<file path="src/rtl/cmd_stream_parser.sv">
module cmd_stream_parser #(
  parameter int AW = 16,
  parameter int BUF_BYTES = 8,
  parameter logic [7:0] OP_NOP = 8'd0,
  parameter logic [7:0] OP_HALT = 8'd1,
  parameter logic [7:0] OP_FLUSH = 8'd2,
  parameter logic [7:0] OP_CLEAR = 8'd25
) (
  input  logic          clk,
  input  logic          rst_n,
  input  logic          start_wr,
  input  logic [AW-1:0] start_addr,
  output logic          busy,
  output logic          done,
  output logic          error,
  output logic [AW-1:0] err_addr,
  output logic          mem_req,
  output logic [AW-1:0] mem_addr,
  input  logic          mem_rvalid,
  input  logic [31:0]   mem_rdata,
  output logic          cmd_valid,
  input  logic          cmd_ready,
  output logic [7:0]    cmd_op,
  output logic [7:0]    cmd_pay,
  output logic          cmd_clr_all,
  output logic          cmd_clr_zs
);
  localparam int CW = $clog2(BUF_BYTES + 1);
  localparam int BW = 8 * BUF_BYTES;

  logic          pend, first;
  logic [CW-1:0] cnt;
  logic [BW-1:0] buff;
  logic [AW-1:0] head, faddr;

  wire [7:0]    op       = buff[7:0];
  wire          known    = op inside {OP_NOP, OP_HALT, OP_FLUSH, OP_CLEAR};
  wire [CW-1:0] need     = CW'((op == OP_CLEAR) ? 2 : 1);
  wire          out_free = !cmd_valid || cmd_ready;
  wire          act      = busy && (cnt != '0) && (!known || cnt >= need) && out_free;
  wire          emit     = act && (op == OP_FLUSH || op == OP_CLEAR);
  wire [CW-1:0] take     = (act && known) ? need : '0;
  wire [1:0]    skip     = first ? head[1:0] : 2'd0;
  wire          take_in  = mem_rvalid && pend && busy;
  wire [CW-1:0] in_n     = CW'(4 - skip);
  wire [BW-1:0] kept     = buff >> (8 * take);
  wire [BW-1:0] fresh    = BW'(mem_rdata >> (8 * skip)) << (8 * (cnt - take));

  assign mem_req     = busy && !pend && (cnt <= CW'(BUF_BYTES - 4));
  assign mem_addr    = faddr;
  assign cmd_clr_all = cmd_pay[0];
  assign cmd_clr_zs  = cmd_pay[1];

  always_ff @(posedge clk) begin
    if (!rst_n) begin
      busy <= 1'b0; done <= 1'b0; error <= 1'b0; err_addr <= '0;
      pend <= 1'b0; first <= 1'b0; cnt <= '0; buff <= '0;
      head <= '0; faddr <= '0;
      cmd_valid <= 1'b0; cmd_op <= '0; cmd_pay <= '0;
    end else begin
      if (mem_req) begin
        pend  <= 1'b1;
        faddr <= faddr + AW'(4);
      end
      if (mem_rvalid && pend) begin
        pend  <= 1'b0;
        first <= 1'b0;
      end
      if (start_wr && !busy && !pend) begin
        busy  <= 1'b1;
        done  <= 1'b0;
        error <= 1'b0;
        cnt   <= '0;
        buff  <= '0;
        head  <= start_addr;
        faddr <= {start_addr[AW-1:2], 2'b00};
        first <= 1'b1;
      end else if (busy) begin
        buff <= take_in ? (kept | fresh) : kept;
        cnt  <= cnt - take + (take_in ? in_n : '0);
        head <= head + AW'(take);
        if (act && !known) begin
          error    <= 1'b1;
          busy     <= 1'b0;
          err_addr <= head;
        end else if (act && op == OP_HALT) begin
          done <= 1'b1;
          busy <= 1'b0;
        end
      end
      if (emit) begin
        cmd_valid <= 1'b1;
        cmd_op    <= op;
        cmd_pay   <= (op == OP_CLEAR) ? buff[15:8] : 8'd0;
      end else if (cmd_ready) begin
        cmd_valid <= 1'b0;
      end
    end
  end
endmodule

</file>
<file path="config.mk">
export PLATFORM = sky130hd
export DESIGN_NAME = cmd_stream_parser
export DESIGN_NICKNAME = d
export VERILOG_FILES = /design/src/rtl/cmd_stream_parser.sv
export SDC_FILE = /design/constraint.sdc
export NUM_CORES = 1
export LEC_CHECK = 0
export CORE_UTILIZATION = 50
export DETAILED_ROUTE_END_ITERATION = 16
export PLACE_DENSITY_LB_ADDON = 0.15
export SETUP_SLACK_MARGIN = 0.5
export SYNTH_ARGS = -nofsm -noshare
export SYNTH_HDL_FRONTEND = slang
export SYNTH_SLANG_ARGS = --single-unit
export TNS_END_PERCENT = 5
</file>
<file path="constraint.sdc">
create_clock -name clk -period 8.3 [get_ports clk]
set_clock_uncertainty 0.1 [all_clocks]
set_input_delay 1.245 -clock clk [delete_from_list [all_inputs] [get_ports clk]]
set_output_delay 1.245 -clock clk [all_outputs]
set_load 0.02 [all_outputs]
</file>
# Word-level counts from Yosys, hierarchy flattened

Cells that the tools add are included.

Register bits: 138
Bits of input ports: 53
Word-level logic and storage cells: 82

Add/sub/neg operators: 6
Order comparisons: 2
Equality and inequality tests: 3
Shifts and indexed selects: 3
Multiplexer cells: 18
Bitwise operators: 4
Reduce and logical (&&, ||, !) cells: 32

Operators with widths:

| cell                  | count |
|---|---|
| $mux 16               | 4 |
| $mux 64               | 1 |
| $or 64x64->64         | 1 |
| $shl 64x32->64        | 1 |
| $shr 32x5->64         | 1 |
| $shr 64x5->64         | 1 |
| $add 16x2->16         | 1 |
| $add 16x3->16 const B | 1 |
| $logic_and 1x1->1     | 13 |
| $eq 8x1->1 const B    | 1 |
| $eq 8x2->1 const B    | 1 |
| $eq 8x5->1 const B    | 1 |
| $logic_not 8->1       | 1 |
| $mux 1                | 8 |
| $mux 8                | 1 |
| $reduce_bool 2->1     | 4 |
| $reduce_bool 4->1     | 2 |
| $mux 2                | 3 |
| $reduce_and 3->1      | 2 |
| $sub 4x2->5           | 1 |
| $add 4x4->4           | 1 |
| $ge 4x2->1            | 1 |
| $le 4x3->1 const B    | 1 |
| $logic_not 1->1       | 4 |
| other kinds (7)       | 12 |

# Depth between registers and ports, before layout

Gate-level depths: netlist of run 1.

Depth after elaboration: 12
Mapped depth: 20
Gate-level depth less buffers: 18

# Worst setup path before layout of run 1

No wires, ideal clock.

Path type: flip-flop to flip-flop
Start point: register buff[2]
End point: register cnt[3]
Setup time: 0.128 ns
Data arrival time: 4.359 ns
Path slack: 3.713 ns
Stages on the path, launching flop included: 21
Period minus slack after synthesis: 4.587 ns
Path through: dfxtp_1 > nor4_4 > and4_1 > inv_2 > buf_1 > ha_1 > nand2b_1 > a2111oi_1 > nor2_1 > nand2_1 > inv_1 > buf_2 > fa_1 > inv_1 > ha_1 > a21o_1 > a21oi_1 > xnor2_1 > nand2_1 > xor2_1 > nor2_1

Longest elaborated chain between the ends: 10

RTL lines:

| element                                              | RTL line | RTL |
|---|---|---|
| start: declaration                                   | 33       | `logic [BW-1:0] buff;` |
| start signal: assignment                             | 79       | `buff <= take_in ? (kept \| fresh) : kept;` |
| $eq 8x5->1 (tied with other cells)                   | 37, 38   |  |
| $mux 2 / $reduce_bool 4->1 (equally long branches)   | 38, 37   |  |
| $ge 4x2->1 / $logic_not 1->1 (equally long branches) | 40       | `wire act = busy && (cnt != '0) && (!known \|\| cnt >= need) && out_free;` |
| $logic_or 1x1->1                                     | 40       |  |
| $logic_and 1x1->1 (2 in a row)                       | 40       |  |
| $logic_and 1x1->1                                    | 42       | `wire [CW-1:0] take = (act && known) ? need : '0;` |
| $mux 2 (*)                                           | 42       |  |
| $sub 4x2->4 (*)                                      | 80       | `cnt <= cnt - take + (take_in ? in_n : '0);` |
| $add 4x4->4 (*)                                      | 80       |  |
| end signal: assignment                               | 80       |  |
| end: declaration                                     | 32       | `logic [CW-1:0] cnt;` |

Every way passes the cells marked *; elsewhere a longest branch is shown, timed or not.
A chain may end at the register's enable or synchronous reset.

# Worst setup path after layout of run 1

Start point: register buff[2]
End point: register buff[37]

Longest elaborated chain between the ends: 12

RTL lines:

| element                                              | RTL line | RTL |
|---|---|---|
| $eq 8x5->1 (tied with other cells)                   | 37, 38   |  |
| $mux 2 / $reduce_bool 4->1 (equally long branches)   | 38, 37   |  |
| $ge 4x2->1 / $logic_not 1->1 (equally long branches) | 40       |  |
| $logic_or 1x1->1                                     | 40       |  |
| $logic_and 1x1->1 (2 in a row)                       | 40       |  |
| $logic_and 1x1->1                                    | 42       |  |
| $mux 2 (*)                                           | 42       |  |
| $sub 4x2->5                                          | 47       | `wire [BW-1:0] fresh = BW'(mem_rdata >> (8 * skip)) << (8 * (cnt - take));` |
| $shl 64x32->64                                       | 47       |  |
| $or 64x64->64                                        | 79       |  |
| $mux 64 (*)                                          | 79       |  |

Marked as above.

==> flow_results.org, run 1 <==
** Global routing
- Global-route wire length before repair :: 43900 um
- The initial antenna violation count came to 0.
- For this run, the total global-route usage over all layers was measured as 34.0%.
- Global routing finished with a remaining overflow of 0.
- The number of global-route vias before repair was 7609.
- Entering global routing, the biggest net connects 50 pins.

** Power and ir drop
- Pwr Density :: 181 nW/um^2
- Post-layout total power :: 1.79 mW
- Leakage power total :: 3.43 nW
- The worst-case IR drop observed on VDD is 0.000172 V.

** Placement
- Port Buffers :: 105
- HPWL after detailed placement :: 19200 um
- The congestion estimate from routability-driven global placement came to 0.925.

** Synthesis
- Distinct cell type count after synthesis :: 77
- Yosys attributes the largest share of cell area to sky130_fd_sc_hd__dfxtp_1, sky130_fd_sc_hd__a21oi_1, sky130_fd_sc_hd__nand2_1.
- Number of instances in the synthesized netlist :: 1041
- After synthesis, flip-flops and latches occupy 33.3% of the total area.
- Synthesized cell area :: 8180 sq um
- The share of synthesized area in the top cell type comes to 33.3%.
- In the post-synthesis netlist, the cell with the most instances is sky130_fd_sc_hd__dfxtp_1.
- The biggest area contributor in the post-synthesis netlist is sky130_fd_sc_hd__dfxtp_1.
- Primary FF master, synth :: sky130_fd_sc_hd__dfxtp_1
- Yosys warning count :: 0
- Of all flip-flops after synthesis, the portion carrying an async set or reset was 0%.
- Most common library cells after synthesis :: sky130_fd_sc_hd__dfxtp_1, sky130_fd_sc_hd__nand2_1, sky130_fd_sc_hd__a21oi_1
- Post-Synthesis Mean Instance Area :: 7.86 sq um
- In this run, synthesis inferred 0 flip-flops with an integrated enable.
- Number of flip-flops and latches in the synthesized netlist :: 136

** Timing
- Subtracting the final worst setup slack from the clock period gives 6.12 ns.
- In this run the tightest slew margin relative to its limit is 29.1%.
- Setup total negative slack on the finished layout was measured at 0 ns.
- Number of max-slew violations in the final report :: 0
- Final hold viol count :: 0
- Unrepaired setup endpoints after global routing :: no
- Setup violations remaining at the end of the flow were counted as 0.
- For the pin with the worst max-slew slack, the measured transition is 1.06 ns.
- Fmax :: 163 MHz
- Final clock period utilization by the worst path :: 73.8%

** Setup path
- Data on the critical path is required at its endpoint by 8.54 ns.
- Data arrival time of the critical path :: 6.36 ns
- Crit path max fanout :: 39
- The critical path is of the reg -> reg type.
- The worst setup path is launched from a register.
- STA classifies the critical path endpoint as a register.

** Route
- In this run the remaining antenna-violating nets after routing total 0.
- Detailed-route via count :: 8764
- For this run, design rule violations remaining after detail routing come to 0.
- DR WL/cell :: 21.2 um
- The pre-antenna-repair detailed-routing pass consisted of 9 iterations.
- Detailed Route WL :: 28100 um
- DRC marker count from the first detailed-route iteration :: 1194
- In the routed layout, each cell is associated on average with a via count of 6.60.

** Clock tree
- Clock latency at the later pin of the worst-skew pair :: 0.43 ns
- Clock Path Buffers :: 2
- Number of cells upsized or downsized after cts :: 0
- Number of buffers inserted for hold repair after clock tree synthesis :: 0
- The clock tree synthesis step divided the H-tree into 4 levels.
- Post-CTS Setup Inserts :: 0
- Number of clock sinks :: 136
- Clock tree from TritonCTS :: done
- Clk slew on worst S/H paths :: 0.06 ns
- The cell sitting at the root of the clock tree is a sky130_fd_sc_hd__clkbuf_16.
- Clock buffers created by TritonCTS :: 17

** Run status
- Result of the run :: complete, no violations

** Flow run
- Max Cap Viol :: 0

** Final layout
- In the final design database the tool counted 1168 nets.
- Area growth, synth to finish :: 20.4%
- The number of antenna diodes in the final layout is 0.
- Share of post-route cells with drive strength above 1 :: 7.74%

** Die
- The floorplan step defined a die boundary enclosing 16900 sq um.
- Number of placement rows :: 46
- The initial utilization of the core area, before any placement, comes to 51.3%.
- Core Footprint :: 15900 sq um
- Measured along the x axis, the die boundary spans 130 um.
- Top-level port count :: 108
- The floorplan step set the die height to 130 um.

** Min path
- The worst hold path belongs to the class reg -> reg.
## worst paths after layout
path / end / slack [ns] / cells past startpoint / startpoint
worst max-delay path: buff[37]$_SDFFE_PP0P_ / 2.18 / 17 / buff[2]$_SDFFE_PP0P_
worst min register to register: done$_SDFFE_PP0P_ / 0.35 / 2 / done$_SDFFE_PP0P_
worst max register to register: buff[37]$_SDFFE_PP0P_ / 2.18 / 17 / buff[2]$_SDFFE_PP0P_
worst min-delay path: done$_SDFFE_PP0P_ / 0.35 / 2 / done$_SDFFE_PP0P_
## report_power, final
| group | leakage, nW | switching (mW) | internal [mW] |
|---|---|---|---|
| combinational | 2.03 | 0.175 | 0.116 |
| sequential | 1.10 | 0.0350 | 0.678 |
| clock | 0.296 | 0.323 | 0.459 |
## flip-flops by register name, indices dropped and copies added (netlist names), 4 cells and up
register,cells
head,16
buff,64
cmd_op,8
err_addr,16
mem_addr,14
cnt,4
cmd_pay,8
## cells in the final DEF (no fill, tap or decap), types with 8 or more instances in the layout
master	count
sky130_fd_sc_hd__nor2_1	82
sky130_fd_sc_hd__a31oi_1	26
sky130_fd_sc_hd__clkbuf_16	17
sky130_fd_sc_hd__and3_1	14
sky130_fd_sc_hd__nand2_1	127
sky130_fd_sc_hd__a222oi_1	9
sky130_fd_sc_hd__a22o_1	19
sky130_fd_sc_hd__dfxtp_1	136
sky130_fd_sc_hd__nand4_1	11
sky130_fd_sc_hd__a22oi_1	28
sky130_fd_sc_hd__xor2_1	10
sky130_fd_sc_hd__clkdlybuf4s50_1	105
sky130_fd_sc_hd__inv_1	25
sky130_fd_sc_hd__a211oi_1	17
sky130_fd_sc_hd__a21oi_1	97
sky130_fd_sc_hd__o21ai_0	59
sky130_fd_sc_hd__o22a_1	8
sky130_fd_sc_hd__o22ai_1	24
sky130_fd_sc_hd__ha_1	13
sky130_fd_sc_hd__o211ai_1	10
sky130_fd_sc_hd__a221oi_1	16
sky130_fd_sc_hd__buf_4	19
sky130_fd_sc_hd__nor3_1	21
sky130_fd_sc_hd__nand3_1	46
sky130_fd_sc_hd__mux2i_1	19
sky130_fd_sc_hd__nand2b_1	11
## layout make-up
class / instances / area [sq um]
clock buffers: 18 / 439
clock inverters: 14 / 161
repair buffers: 124 / 1190
well taps: 216 / 270
flip-flops and latches: 136 / 2720
fillers: 1464 / 6090
inverters: 29 / 109
multi-input cells: 790 / 4950
## worst max-delay path, stage by stage, from the launching register on
cell and delay (ns):
sky130_fd_sc_hd__dfxtp_1 0.33, sky130_fd_sc_hd__nor4_4 0.33, sky130_fd_sc_hd__and4_1 0.24, sky130_fd_sc_hd__buf_4 0.42, sky130_fd_sc_hd__inv_2 0.28, sky130_fd_sc_hd__ha_1 0.34, sky130_fd_sc_hd__nand2b_1 0.14, sky130_fd_sc_hd__a2111oi_1 0.83
sky130_fd_sc_hd__nor3_2 0.09, sky130_fd_sc_hd__buf_4 0.25, sky130_fd_sc_hd__ha_1 0.30, sky130_fd_sc_hd__buf_4 0.34, sky130_fd_sc_hd__clkinv_1 0.77, sky130_fd_sc_hd__nor2_1 0.53, sky130_fd_sc_hd__o2111ai_1 0.29, sky130_fd_sc_hd__nor2_1 0.19
sky130_fd_sc_hd__a21oi_1 0.07, sky130_fd_sc_hd__a31oi_1 0.17
## cell families after synthesis
group	synth area share, %
AO/OA/AOI/OAI	31.2
AND/OR/NAND/NOR	20.2
flip-flops	33.3
buffers and inverters	6.30
multiplexers	4.25
adder cells (fa/ha/maj)	2.97
XOR/XNOR	1.71
other	0.0459
## per-stage QoR
stage	hold WS, ns	worst slack [ns]	area (sq um)	util (%)	std cells
finish	0.354	2.18	9850	61.8	1327
global route	0.374	1.78	9850	61.8	1327
CTS	0.353	2.37	9850	61.8	1327
detailed placement	0.343	2.39	9250	58.0	1295
global placement	0.339	2.62	9250	58.0	1295
floorplan	0.340	3.71	8180	-	1042
## metal layers
layer  track usage, %  up-vias  wire length (um)
li1                 -     4007                 -
met1             52.9     4118             13000
met2             46.5      591             11500
met3             8.04       48              3260
met4             7.32        0               388
met5                0        -                 0
(Power assumes the default switching activity.)
==> inputs of run 2 (changes only) <==
- clock period: 8.3 -> 5.4 ns (I/O delays scaled with it)
==> run 2 against run 1 <==
Effect of this change:
- fmax up 24%
- non-clock buffer count increased by 5
- power rose by 57%
- highest routed layer unchanged
- cell count rose by 0.38%
- utilization is 0.49 points higher
- sequential power is 53% higher
- largest power group unchanged
- die area did not move
- register-to-register slack lost 1.7 ns
- wire length up 0.88%
==> flow_results.org, run 2 (same netlist as run 1, synthesis figures left out) <==
** Route
- The detailed-route vias per instance is 6.67 (+0.92%).
- The number of iterations in the first detailed-routing pass came to 6 (-3).
- The antenna violation net count after detailed routing came to 0 (unchanged).
- Detailed Route WL :: 28400 um (+0.88%)
- DRC marker count from the first detailed-route iteration :: 1194 (unchanged)
- The post-detailed-route wirelength per cell was 21.3 um (+0.50%).
- The total DRC errors in the routed layout came to 0 (unchanged).
- Detailed-route via count :: 8878 (+1.3%)

** Final layout
- Largest Register :: buff
- The area used by multi-input combinational logic came to 4960 sq um (+0.20%).
- Share of post-route cells with drive strength above 1 :: 8.33% (+0.59 points)
- Largest registers :: buff: 64 flops, err_addr: 16 flops, head: 16 flops
- Largest register FFs :: 64 (unchanged)
- Most frequent standard cell in the layout excluding fill and tap cells :: sky130_fd_sc_hd__dfxtp_1
- Leaving out fill and tap cells, the most frequent cells in the layout are sky130_fd_sc_hd__dfxtp_1, sky130_fd_sc_hd__nand2_1, sky130_fd_sc_hd__clkdlybuf4s50_1, sky130_fd_sc_hd__a21oi_1, sky130_fd_sc_hd__nor2_1.
- Relative to the synthesized area, the layout overhead comes to 21.4%.
- The count of antenna diodes in the layout is 0 (unchanged).
- FILL cells :: 1491 (+1.8%)
- Nets :: 1173 (+0.43%)
- The area taken by flip-flops and latches is 2720 sq um (unchanged).

** Setup path
- Crit path max fanout :: 29 (-26%)
- The slowest stage of the critical path belongs to the cell sky130_fd_sc_hd__a2111oi_2.
- The worst setup path is of the reg -> reg kind.
- Crit path required time :: 5.66 ns (-2.88 ns)
- The worst stage delay on the critical path was 0.59 ns (-0.24 ns).
- Traced cell by cell, the critical path runs through nor4_4 -> and4_1 -> inv_2 -> ha_1 -> nand2b_1 -> a2111oi_2 -> nor3_2 -> ha_1 -> inv_1 -> fa_1 -> buf_4 -> inv_1 -> o2111ai_1 -> o2111a_1 -> o22ai_1.
- STA classifies the critical path startpoint as a register.
- Data arrival time of the critical path :: 5.19 ns (-1.17 ns)
- Nature of the critical path endpoint :: register

** Clock tree
- The maximum number of buffers from clock root to sink came to 2 (unchanged).
- Clock root buffer :: sky130_fd_sc_hd__clkbuf_16
- Clock latency at the later pin of the worst-skew pair :: 0.43 ns (about the same)
- The count of hold-fix buffers inserted at cts is 0 (unchanged).
- Clock tree from TritonCTS :: done
- Clk slew on worst S/H paths :: 0.07 ns (about the same)
- The number of sinks handled by clock tree synthesis came to 136 (unchanged).
- The number of CTS-inserted buffers was 17 (unchanged).
- The number of levels the H-tree was split into is 4 (unchanged).
- The number of buffers inserted by post-CTS setup repair came to 0 (unchanged).
- Number of cells upsized or downsized after cts :: 1 (+1)

** Timing
- Total negative slack for setup checks :: 0 ns (unchanged)
- The final setup violation count is 0 (unchanged).
- Setup repair after global routing could not meet its margin everywhere.
- Clock period minus final worst setup slack :: 4.93 ns (-1.20 ns)
- Relative max-transition margin :: 23.3% (-5.8 points)
- Fmax :: 203 MHz (+24%)
- Final clock period utilization by the worst path :: 91.2% (+17 points)
- The transition time at the pin with the least slew margin was 1.15 ns (+0.0897 ns).
- The number of hold-slack violations in the final timing report is 0 (unchanged).
- Number of max-slew violations in the final report :: 0 (unchanged)
- The worst hold margin came to 0.353 ns (-0.00101 ns).

** Die
- Die footprint :: 16900 sq um (unchanged)
- Number of placement rows :: 46 (unchanged)
- The chip height is 130 um (unchanged).
- The die span in x was 130 um (unchanged).
- Core Footprint :: 15900 sq um (unchanged)
- Initial core utilization :: 51.3% (unchanged)
- Top-level port count :: 108 (unchanged)

** Placement
- The number of I/O port buffers came to 105 (unchanged).
- The detailed-placement wirelength estimate came to 19500 um (+1.5%).
- The final weighted congestion in routability-driven placement is 0.948 (+2.5%).

** Global routing
- The wire length of the first global-routing pass was 43800 um (-0.31%).
- Initial antenna violation count :: 0 (unchanged)
- Via count of the first global-routing pass :: 7681 (+0.95%)
- Total routing usage reported by global routing :: 34.1% (+0.14 points)
- The total grt overflow is 0 (unchanged).
- The pin count of the biggest net entering global routing is 50 (unchanged).

** Min path
- In this run the worst hold path is classified as reg -> reg.

** Power and ir drop
- Post-layout total power :: 2.81 mW (+57%)
- The largest voltage drop on the vdd net was 0.000200 V (+16%).
- The cell area power density is 283 nW/um^2 (+56%).
- The leakage power figure was 3.47 nW (+1.2%).

** Run status
- Result of the run :: complete, no violations

** Flow run
- The max-cap violation count was 0 (unchanged).
[run 2: power by group]
group,internal [mW],switching (mW)
clock network,0.765,0.493
registers,1.04,0.0495
logic,0.182,0.277
total,1.99,0.820
[run 2: path summary, 6_finish.rpt]
check	slack (ns)	to	from	cells past startpoint
setup / recovery	0.47	buff[46]$_SDFFE_PP0P_	buff[2]$_SDFFE_PP0P_	15
hold / removal	0.35	done$_SDFFE_PP0P_	done$_SDFFE_PP0P_	2
setup reg to reg	0.47	buff[46]$_SDFFE_PP0P_	buff[2]$_SDFFE_PP0P_	15
hold reg to reg	0.35	done$_SDFFE_PP0P_	done$_SDFFE_PP0P_	2
[run 2: critical path, delay by kind of cell (launching register included)]
family                   cells  cell delay (ns)
adder cells (fa/ha/maj)      3             0.99
AO/OA/AOI/OAI                4             1.79
flip-flops                   1             0.33
AND/OR/NAND/NOR              4             0.84
buffers and inverters        4             0.79
[run 2: metrics by stage]
stage	std cells	setup WS, ns	utilization [%]	instance area (sq um)
3_3_place_gp	1300	0.499	58.2	9290
3_5_place_dp	1300	0.288	58.2	9290
6_report	1332	0.474	62.3	9930
4_1_cts	1332	0.505	62.2	9920
5_1_grt	1332	0.273	62.3	9930
2_1_floorplan	1042	0.813	-	8180
[run 2: routing by layer]
layer | up-vias | wire length, um | track usage (%)
met5 | - | 0 | 0
met4 | 0 | 608 | 9.37
met3 | 71 | 3640 | 10.2
met2 | 644 | 11600 | 46.2
met1 | 4164 | 12500 | 51.4
li1 | 3999 | - | -
[run 2: cell type report]
type,instances,share of cell area [%]
clock buffers,19,4.56
well taps,216,2.72
repair buffers,129,12.4
clock inverters,13,1.80
inverters,29,1.10
multi-input cells,790,50.0
flip-flops and latches,136,27.4
